[config.mk]
export PLATFORM = sky130hd
export DESIGN_NAME = manch_coll_det
export DESIGN_NICKNAME = d
export VERILOG_FILES = /design/src/rtl/mcd_pkg.sv /design/src/rtl/mcd_run_track.sv /design/src/rtl/mcd_fsm.sv /design/src/rtl/mcd_report.sv /design/src/rtl/manch_coll_det.sv
export SDC_FILE = /design/constraint.sdc
export NUM_CORES = 1
export LEC_CHECK = 0
export ABC_AREA = 1
export BUFFER_PORTS_ARGS = -buffer_cell sky130_fd_sc_hd__buf_2
export CAP_MARGIN = 20
export CORE_UTILIZATION = 55
export DETAILED_ROUTE_END_ITERATION = 16
export HOLD_SLACK_MARGIN = 0.05
export PLACE_DENSITY = 0.74
export SYNTH_ARGS = -nofsm -noshare
export SYNTH_HDL_FRONTEND = slang
export SYNTH_SLANG_ARGS = --single-unit
[constraint.sdc]
create_clock -name clk -period 2.67 [get_ports clk]
set_clock_uncertainty 0.15 [all_clocks]
set_input_delay 0.534 -clock clk [delete_from_list [all_inputs] [get_ports clk]]
set_output_delay 0.534 -clock clk [all_outputs]
set_load 0.01 [all_outputs]
[src/rtl/mcd_pkg.sv]
// Shared types for the Manchester collision detector.
package mcd_pkg;

    // Detector operating state.
    typedef enum logic [1:0] {
        ST_HUNT  = 2'd0,   // waiting for a falling edge to lock on
        ST_TRACK = 2'd1,   // timing runs between edges
        ST_PEND  = 2'd2    // collision seen, waiting to report it
    } mcd_state_e;

    // Position of the edge that opened the current run.
    typedef enum logic {
        EDGE_BOUND = 1'b0,  // at a cell boundary
        EDGE_MID   = 1'b1   // at a cell centre
    } edge_kind_e;

    // Per-sample events from the FSM to the output stage.
    typedef struct packed {
        logic bit_fire;
        logic bit_lvl;
        logic coll_fire;
        logic eof_fire;
    } mcd_evt_t;

endpackage

[src/rtl/mcd_run_track.sv]
// Run-length tracker.
// Keeps the previous line sample and counts the samples spent at the
// current level. On a strobe it reports whether the sample toggled the
// line, whether that toggle was a falling edge, the length of the run
// that just ended and the length of the run including this sample.
// Assumes: line_smp is already synchronized; counting saturates.
module mcd_run_track #(
    parameter int RUN_W = 5
) (
    input  logic             clk,
    input  logic             rst_n,
    input  logic             smp_en,
    input  logic             line_smp,
    output logic             tog,
    output logic             fall,
    output logic [RUN_W-1:0] prev_run,
    output logic [RUN_W-1:0] cur_run
);

    localparam logic [RUN_W-1:0] RUN_MAX = '1;
    localparam logic [RUN_W-1:0] RUN_ONE = RUN_W'(1);

    logic             prv_q;
    logic [RUN_W-1:0] run_q;

    // Edge detection against the previous strobed sample.
    always_comb begin
        tog  = smp_en && (line_smp != prv_q);
        fall = tog && !line_smp;
    end

    // Run length including the present sample, saturating.
    always_comb begin
        prev_run = run_q;
        if (tog)
            cur_run = RUN_ONE;
        else if (run_q == RUN_MAX)
            cur_run = run_q;
        else
            cur_run = run_q + RUN_ONE;
    end

    // Store the sample and run length on every strobe.
    always_ff @(posedge clk) begin
        if (!rst_n) begin
            prv_q <= 1'b0;
            run_q <= '0;
        end else if (smp_en) begin
            prv_q <= line_smp;
            run_q <= cur_run;
        end
    end

endmodule

[src/rtl/mcd_fsm.sv]
// Timing-window state machine.
// Classifies every edge as cell-boundary or cell-centre from the run
// that preceded it. It flags runs that are too short, low runs that are
// too long and high runs that miss their midpoint. Collisions are
// reported after a fixed delay in samples. A high run that stays long
// enough confirms an end-of-frame.
// Assumes: SPB is a multiple of 8; all inputs valid only with smp_en.
module mcd_fsm
    import mcd_pkg::*;
#(
    parameter int SPB   = 8,
    parameter int RUN_W = 5
) (
    input  logic             clk,
    input  logic             rst_n,
    input  logic             smp_en,
    input  logic             rx_en,
    input  logic             line_smp,
    input  logic             tog,
    input  logic             fall,
    input  logic [RUN_W-1:0] prev_run,
    input  logic [RUN_W-1:0] cur_run,
    output mcd_evt_t         evt
);

    localparam int HALF      = SPB / 2;
    localparam int EIGHTH    = SPB / 8;
    localparam int NARROW    = HALF - 2 * EIGHTH;      // longest illegal run
    localparam int LIM_B     = HALF + EIGHTH;          // after boundary edge
    localparam int LIM_M     = SPB + 2 * EIGHTH;       // after centre edge
    localparam int CONF_B    = HALF + SPB + 1;         // idle confirm, boundary
    localparam int CONF_M    = 2 * SPB + 1;            // idle confirm, centre
    localparam int DLY_LOW   = 3 * EIGHTH;             // report delay, short/low
    localparam int DLY_UNEXP = HALF;                   // report delay, late fall
    localparam int DLY_MAX   = (DLY_LOW > DLY_UNEXP) ? DLY_LOW : DLY_UNEXP;
    localparam int DLY_W     = $clog2(DLY_MAX + 1);

    localparam logic [RUN_W-1:0] NARROW_V = RUN_W'(NARROW);
    localparam logic [RUN_W-1:0] LIM_B_V  = RUN_W'(LIM_B);
    localparam logic [RUN_W-1:0] LIM_M_V  = RUN_W'(LIM_M);
    localparam logic [RUN_W-1:0] OVR_B_V  = RUN_W'(LIM_B + 1);
    localparam logic [RUN_W-1:0] OVR_M_V  = RUN_W'(LIM_M + 1);
    localparam logic [RUN_W-1:0] CONF_B_V = RUN_W'(CONF_B);
    localparam logic [RUN_W-1:0] CONF_M_V = RUN_W'(CONF_M);
    localparam logic [DLY_W-1:0] DLY_LOW_V   = DLY_W'(DLY_LOW);
    localparam logic [DLY_W-1:0] DLY_UNEXP_V = DLY_W'(DLY_UNEXP);
    localparam logic [DLY_W-1:0] DLY_ONE_V   = DLY_W'(1);

    mcd_state_e       st_q, st_nxt;
    edge_kind_e       kind_q, kind_nxt;
    logic [DLY_W-1:0] dly_q, dly_nxt;
    logic [RUN_W-1:0] lim, ovr, conf;

    // Windows that apply to the run opened by the last edge.
    always_comb begin
        if (kind_q == EDGE_MID) begin
            lim  = LIM_M_V;
            ovr  = OVR_M_V;
            conf = CONF_M_V;
        end else begin
            lim  = LIM_B_V;
            ovr  = OVR_B_V;
            conf = CONF_B_V;
        end
    end

    // Next-state and event decode for one strobed sample.
    always_comb begin
        st_nxt   = st_q;
        kind_nxt = kind_q;
        dly_nxt  = dly_q;
        evt      = '0;
        if (smp_en) begin
            if (!rx_en) begin
                st_nxt = ST_HUNT;
            end else begin
                unique case (st_q)
                    ST_HUNT: begin
                        if (fall) begin
                            st_nxt       = ST_TRACK;
                            kind_nxt     = EDGE_MID;
                            evt.bit_fire = 1'b1;
                            evt.bit_lvl  = 1'b0;
                        end
                    end
                    ST_TRACK: begin
                        if (tog) begin
                            if (prev_run <= NARROW_V) begin
                                st_nxt  = ST_PEND;
                                dly_nxt = DLY_LOW_V;
                            end else if (!line_smp && prev_run > lim) begin
                                st_nxt  = ST_PEND;
                                dly_nxt = DLY_UNEXP_V;
                            end else if (prev_run <= LIM_B_V && kind_q == EDGE_MID) begin
                                kind_nxt = EDGE_BOUND;
                            end else begin
                                kind_nxt     = EDGE_MID;
                                evt.bit_fire = 1'b1;
                                evt.bit_lvl  = line_smp;
                            end
                        end else if (!line_smp && cur_run == ovr) begin
                            st_nxt  = ST_PEND;
                            dly_nxt = DLY_LOW_V;
                        end else if (line_smp && cur_run == conf) begin
                            st_nxt       = ST_HUNT;
                            evt.eof_fire = 1'b1;
                        end
                    end
                    ST_PEND: begin
                        if (dly_q == DLY_ONE_V) begin
                            st_nxt        = ST_HUNT;
                            evt.coll_fire = 1'b1;
                        end else begin
                            dly_nxt = dly_q - DLY_ONE_V;
                        end
                    end
                    default: st_nxt = ST_HUNT;
                endcase
            end
        end
    end

    // State registers.
    always_ff @(posedge clk) begin
        if (!rst_n) begin
            st_q   <= ST_HUNT;
            kind_q <= EDGE_MID;
            dly_q  <= '0;
        end else begin
            st_q   <= st_nxt;
            kind_q <= kind_nxt;
            dly_q  <= dly_nxt;
        end
    end

endmodule

[src/rtl/mcd_report.sv]
// Output stage.
// Registers the per-sample events into one-cycle pulses, holds the last
// decoded bit value and keeps the sticky line-idle flag.
// Assumes: events are already qualified by the sample strobe.
module mcd_report
    import mcd_pkg::*;
(
    input  logic     clk,
    input  logic     rst_n,
    input  mcd_evt_t evt,
    input  logic     idle_clr,
    output logic     bit_vld,
    output logic     bit_val,
    output logic     coll,
    output logic     line_idle
);

    // Pulse, value and sticky-flag registers; a set beats a clear.
    always_ff @(posedge clk) begin
        if (!rst_n) begin
            bit_vld   <= 1'b0;
            bit_val   <= 1'b0;
            coll      <= 1'b0;
            line_idle <= 1'b0;
        end else begin
            bit_vld   <= evt.bit_fire;
            coll      <= evt.coll_fire;
            if (evt.bit_fire)
                bit_val <= evt.bit_lvl;
            line_idle <= evt.eof_fire || (line_idle && !idle_clr);
        end
    end

endmodule

[src/rtl/manch_coll_det.sv]
// Manchester line collision and end-of-frame detector, top level.
// It chains the run tracker, the timing FSM and the output stage.
// Assumes: the line is oversampled SPB times per bit, and SPB is a
// multiple of 8.
module manch_coll_det
    import mcd_pkg::*;
#(
    parameter int SPB = 8
) (
    input  logic clk,
    input  logic rst_n,
    input  logic smp_en,
    input  logic line_smp,
    input  logic rx_en,
    input  logic idle_clr,
    output logic bit_vld,
    output logic bit_val,
    output logic coll,
    output logic line_idle
);

    localparam int RUN_W = $clog2(2 * SPB + 2);

    logic             tog, fall;
    logic [RUN_W-1:0] prev_run, cur_run;
    mcd_evt_t         evt;
    logic             eof_pulse;

    // End-of-frame event, exposed for the bound checker.
    assign eof_pulse = evt.eof_fire;

    mcd_run_track #(.RUN_W(RUN_W)) u_run (
        .clk      (clk),
        .rst_n    (rst_n),
        .smp_en   (smp_en),
        .line_smp (line_smp),
        .tog      (tog),
        .fall     (fall),
        .prev_run (prev_run),
        .cur_run  (cur_run)
    );

    mcd_fsm #(.SPB(SPB), .RUN_W(RUN_W)) u_fsm (
        .clk      (clk),
        .rst_n    (rst_n),
        .smp_en   (smp_en),
        .rx_en    (rx_en),
        .line_smp (line_smp),
        .tog      (tog),
        .fall     (fall),
        .prev_run (prev_run),
        .cur_run  (cur_run),
        .evt      (evt)
    );

    mcd_report u_rep (
        .clk       (clk),
        .rst_n     (rst_n),
        .evt       (evt),
        .idle_clr  (idle_clr),
        .bit_vld   (bit_vld),
        .bit_val   (bit_val),
        .coll      (coll),
        .line_idle (line_idle)
    );

endmodule

; ---- Word-level counts from Yosys, hierarchy flattened
; Cells that the tools add are included.
[totals]
regBits = 16
input_bits = 6
word_cells = 89
[op_classes]
add_sub_neg = 2
magnitude_cmp = 3
n_eq_ne = 18
muxes = 40
reduce_logical = 17
[ops]
columns = op, count
row1 = 2-bit two-way mux, 13
row2 = 4-bit two-way mux, 4
row3 = 3-bit two-way mux, 5
row4 = 5-bit two-way mux, 3
row5 = 1-bit two-way mux, 11
row6 = 5-bit == test, 2
row7 = "2-bit inequality test, second input constant", 5
row8 = "5-bit by 3-bit inequality test with 1-bit output, second input constant", 2
row9 = 1-bit logical AND, 7
row10 = 7-bit AND reduction, 1
row11 = "3-bit by 2-bit inequality test with 1-bit output, second input constant", 2
row12 = 2-bit one-hot mux with 3 select lines, 1
row13 = 3-bit one-hot mux with 2 select lines, 1
row14 = 6-bit AND reduction, 1
row15 = "5-bit by 1-bit adder with 5-bit output, second input constant", 1
row16 = "5-bit == test, second input constant", 1
row17 = 5-bit greater-than comparator, 1
row18 = "5-bit by 2-bit <= comparator with 1-bit output, second input constant", 1
row19 = "5-bit by 3-bit <= comparator with 1-bit output, second input constant", 1
row20 = 5-bit AND reduction, 1
row21 = "4-bit by 2-bit inequality test with 1-bit output, second input constant", 1
row22 = 2-bit one-hot mux with 2 select lines, 1
row23 = 4-bit AND reduction, 1
row24 = 2-bit nonzero test, 2
row25 = 10 further kinds, 11

; ---- Logic depth before layout (Yosys ltp)
[logic_depth]
ltp_word = 12
ltp_mapped = 16

; ---- By module
; A second synthesis with hierarchy kept.
[unflattened]
cells_unflattened = 224
area_unflattened_um2 = 1387.6
[modules_own_cells]
columns = module, n_inst, cells_each, area_each_um2, seq_area_each_um2
row1 = mcd_fsm, 1, 151, 860.8, 120.1
row2 = mcd_run_track, 1, 56, 395.4, 120.1
row3 = mcd_report, 1, 17, 131.4, 80.1

; ---- Worst setup path after synthesis
; Ideal clock, no wire load.
[synth_timing]
path_kind = flip-flop to flip-flop
startpoint = register u_fsm.kind_q
endpoint = register u_rep.bit_val
setup_ns = 0.119
arrival_time_ns = 1.603
setup_slack_ns = 0.798
stages_incl_launch_ff = 14
period_less_slack_ns = 1.872
cell_sequence = dfxtp_1 > buf_2 > inv_1 > ha_1 > nand2_1 > inv_1 > nand4_1 > nand3_1 > nand3_1 > nand3_1 > o21ai_0 > nand2_1 > a22oi_1 > nor2_1
[synth_via]
elab_chain_cells = 9
elab_cells_between_ends = 11
cone_classes = 1 x order compare / 8 x mux / 2 x reduce/logical
[synth_lines]
columns = element, line_no
row1 = from (decl), mcd_fsm.sv:50  ; edge_kind_e kind_q, kind_nxt;
row2 = from (signal assigned), mcd_fsm.sv:131  ; kind_q <= kind_nxt;
row3 = 4-bit two-way mux, mcd_fsm.sv:56  ; if (kind_q == EDGE_MID) begin
row4 = 5-bit greater-than comparator, mcd_fsm.sv:91  ; end else if (!line_smp && prev_run > lim) begin
row5 = 1-bit logical AND, mcd_fsm.sv:91
row6 = 2-bit two-way mux *, mcd_fsm.sv:91
row7 = 2-bit two-way mux *, mcd_fsm.sv:88  ; if (prev_run <= NARROW_V) begin
row8 = 2-bit two-way mux *, mcd_fsm.sv:87  ; if (tog) begin
row9 = 2-bit one-hot mux with 2 select lines *, mcd_fsm.sv:77  ; unique case (st_q)
row10 = 4-bit two-way mux *, mcd_fsm.sv:74  ; if (!rx_en) begin
row11 = 4-bit two-way mux *, mcd_fsm.sv:73  ; if (smp_en) begin
row12 = to (signal assigned), mcd_report.sv:29  ; bit_val <= evt.bit_lvl;
row13 = to (decl), mcd_report.sv:13  ; output logic bit_val,
; Every way passes the cells marked *; elsewhere a longest branch is shown, timed or not.
; A chain may end at the register's enable or synchronous reset.

; ---- Worst setup path in the final report
[layout_timing]
startpoint = register u_run.run_q[0] (netlist: u_run.prev_run[0])
endpoint = register u_fsm.st_q[1]
[layout_via]
elab_chain_cells = 9
elab_cells_between_ends = 19
cone_classes = 1 x add/sub / 2 x order compare / 5 x eq/ne / 7 x mux / 4 x reduce/logical
[layout_lines]
columns = element, line_no
row1 = from (decl), mcd_run_track.sv:24  ; logic [RUN_W-1:0] run_q;
row2 = from (signal assigned), mcd_run_track.sv:50  ; run_q <= cur_run;
row3 = 5-bit by 1-bit adder with 5-bit output / 5-bit == test (equally long branches), "mcd_run_track.sv:40, mcd_run_track.sv:37"
row4 = 5-bit two-way mux, mcd_run_track.sv:37  ; else if (run_q == RUN_MAX)
row5 = 5-bit two-way mux, mcd_run_track.sv:35  ; if (tog)
row6 = 5-bit == test, mcd_fsm.sv:101  ; end else if (!line_smp && cur_run == ovr) begin
row7 = 1-bit logical AND, mcd_fsm.sv:101
row8 = 2-bit two-way mux, mcd_fsm.sv:101
row9 = 2-bit two-way mux, mcd_fsm.sv:87
row10 = 2-bit one-hot mux with 3 select lines, mcd_fsm.sv:77
row11 = 2-bit two-way mux, mcd_fsm.sv:74
row12 = to (signal assigned), mcd_fsm.sv:130  ; st_q <= st_nxt;
row13 = to (decl), mcd_fsm.sv:49  ; mcd_state_e st_q, st_nxt;
; Parallel ways exist; a longest one is shown, timed or not.

==> results.ini <==
[timing]
whs_ps = 330
tightest_slew_ps = 373
finalCritPeriodShare_pct = 79.3
setup_viol = 0
rsz0062_at_grt = no
relSlewSlack_pct = 75.1
min_period_ps = 2120
hold_violations = 0
drv_slew = 0
setup_ws_ps = 554
fmax_mhz = 473
tns_ps = 0

[hold_path]
worst_hold_path_type = register to register

[logic_synthesis]
synthArstFlopShare_pct = 0
yosysMostFrequentCell = nand2_1
ys_seq_elements = 16
synth_common_cells = 49 x nand2_1, 29 x inv_1, 21 x nand3_1
synth_cells = 194
synthesis.area_mm2 = 0.00127
yosysTopAreaCell = dfxtp_1
ys_seq_area_share_pct = 25.1
synthTopCellsByArea = dfxtp_1 25%, nand2_1 14%, ha_1 12%
avgSynthCellArea_um2 = 6.57
syn-num-nets = 212
ys_types = 27
synth_top_area_share_pct = 25.1
synth_edf_count = 0
yosys_warnings = 0
synth_flop_cell = dfxtp_1

[run]
drv_cap = 0

[clock_tree]
holdBufCountCts = 0
cts_tree = done
cts-root-buf = clkbuf_4
clk_latency_ps = 300
clk_path_buf_depth = 2
cts.sinks = 16
cts_max_level = 1
cts_buffers = 3
post_cts_buffers = 0
clk_pin_slew_worst_paths_ps = 120
cts_resized = 0

[run_status]
status = finished clean

[global_route]
grt_pass1_wl_um = 5080
antenna_found_initial = 0
first_global_vias = 1228
grt.total_usage_pct = 26.8
overflow = 0
grt_max_degree = 19

[die]
die_y_um = 50.1
die_w_um = 50.1
core-area_mm2 = 0.00219
initial_core_util_pct = 58.1
die_area_mm2 = 0.00251
ios = 10
core.rowCount = 17

[place]
dp_hpwl_um = 2210
place.gp.congestion = 0.940
place_ws_ps = 440
io_buffers = 9
dp_cells = 229

[critical_path]
critical_path_class = register to register
start_kind = register
end_kind = register
critical_path.max_fanout = 6
crit_slowest_cell = dfxtp_1
cp_data_arrival_time_ps = 2150
critPathRequiredTime_ps = 2710
crit_path_max_incr_delay_ps = 450
cpMostUsedCell = nand2_1
crit_chain = ha_1 > nand4_2 > nand2_1 > nand2_1 > nand2_1 > nand2_1 > nor2_1 > nand3_2 > nand3_2 > nand2_2 > nand2_4 > nand3_1 > nand2_1 > nor2_1

[pwr]
power_w = 0.000625
p_leak_nw = 0.722
vdd_drop_max_mv = 0.289
power_density_mw_per_mm2 = 452

[cells_and_area]
drive_gt1_share_pct = 13.2
synthToLayoutAreaGrowth_pct = 8.45
final_cells = 233
n_antenna_cell = 0
nNetsFinal = 224

[drt]
wl_per_cell_um = 12.1
drt_wl_total_um = 2830
antenna_left = 0
route.detailed.drc = 0
dr.pass1.iters = 4
vias = 1265
drt_iter0_drc = 39
viasPerCell = 5.43

-- worst paths after layout --
| path | slack, ps | depth (start not counted) | from | endpoint |
|---|---|---|---|---|
| worst max-delay path | 550 | 14 | u_run.prev_run[0]$_SDFFE_PN0P_ | u_fsm.st_q[1]$_SDFFE_PN0P_ |
| worst min register to register | 330 | 2 | u_rep.line_idle$_SDFF_PN0_ | u_rep.line_idle$_SDFF_PN0_ |
| worst max register to register | 550 | 14 | u_run.prev_run[0]$_SDFFE_PN0P_ | u_fsm.st_q[1]$_SDFFE_PN0P_ |
| worst min-delay path | 330 | 2 | u_rep.line_idle$_SDFF_PN0_ | u_rep.line_idle$_SDFF_PN0_ |
-- registers in the layout (all words and copies together), names as in the netlist --
name	flops
u_rep.bit_vld	1
u_rep.bit_val	1
u_rep.coll	1
u_rep.line_idle	1
u_run.prev_run	5
u_fsm.kind_q	1
u_fsm.st_q	2
u_fsm.dly_q	3
u_run.prv_q	1
-- cell families (layout without fill, tap and decap cells) --
group | count (synthesis) | count (layout) | share of synthesized area, %
and+or+nand+nor | 102 | 102 | 38.7
DFF | 16 | 16 | 25.1
buffers and inverters | 33 | 44 | 10.4
adders and majority gates | 12 | 12 | 11.8
AOI/OAI and AO/OA | 30 | 30 | 13.3
xor gates and xnor gates | 1 | 1 | 0.688
-- cell type report --
cell class | instances | area, um^2
repair buffers | 11 | 60.1
inverters | 29 | 109
fillers | 219 | 810
flip-flops and latches | 16 | 320
well taps | 28 | 35.0
clock buffers | 4 | 36.3
multi-input cells | 145 | 821
-- worst max-delay path, delay by kind of cell, from the launching register on --
family / cells / cell delay (ps)
flops: 1 / 450
simple gates: 13 / 1150
fa+ha+maj: 1 / 260
-- placed cells by master, fill, tap and decap left out, types with 4 or more instances in the layout --
master / instances
a21oi_1: 13
nand3_1: 21
nand2_2: 4
nand2_1: 49
buf_2: 9
o21ai_0: 8
inv_1: 29
ha_1: 12
nand4_1: 6
dfxtp_1: 16
nor2_1: 11
-- routing by layer --
layer	global-route usage [%]	wire length (um)	share of wire, %	up-vias
li1	-	-	-	656
met3	6.17	152	5.4	10
met4	12.9	57	2.0	0
met1	31.5	1280	45	556
met5	0	0	0	-
met2	44.9	1340	47	43
-- power breakdown --
group / total [W] / switching [W] / internal [W]
Combinational: 0.000187 / 0.000121 / 0.0000664
Sequential: 0.000268 / 0.0000145 / 0.000253
Clock: 0.000169 / 0.0000865 / 0.0000830
-- stage by stage --
step	cell area, um^2	utilization, %
after floorplan	1270	-
after global placement	1350	61.4
after detailed placement	1350	61.4
after CTS	1380	63.0
after global routing	1380	63.0
final	1380	63.0
Note: power is estimated with default switching activity, not from simulation.
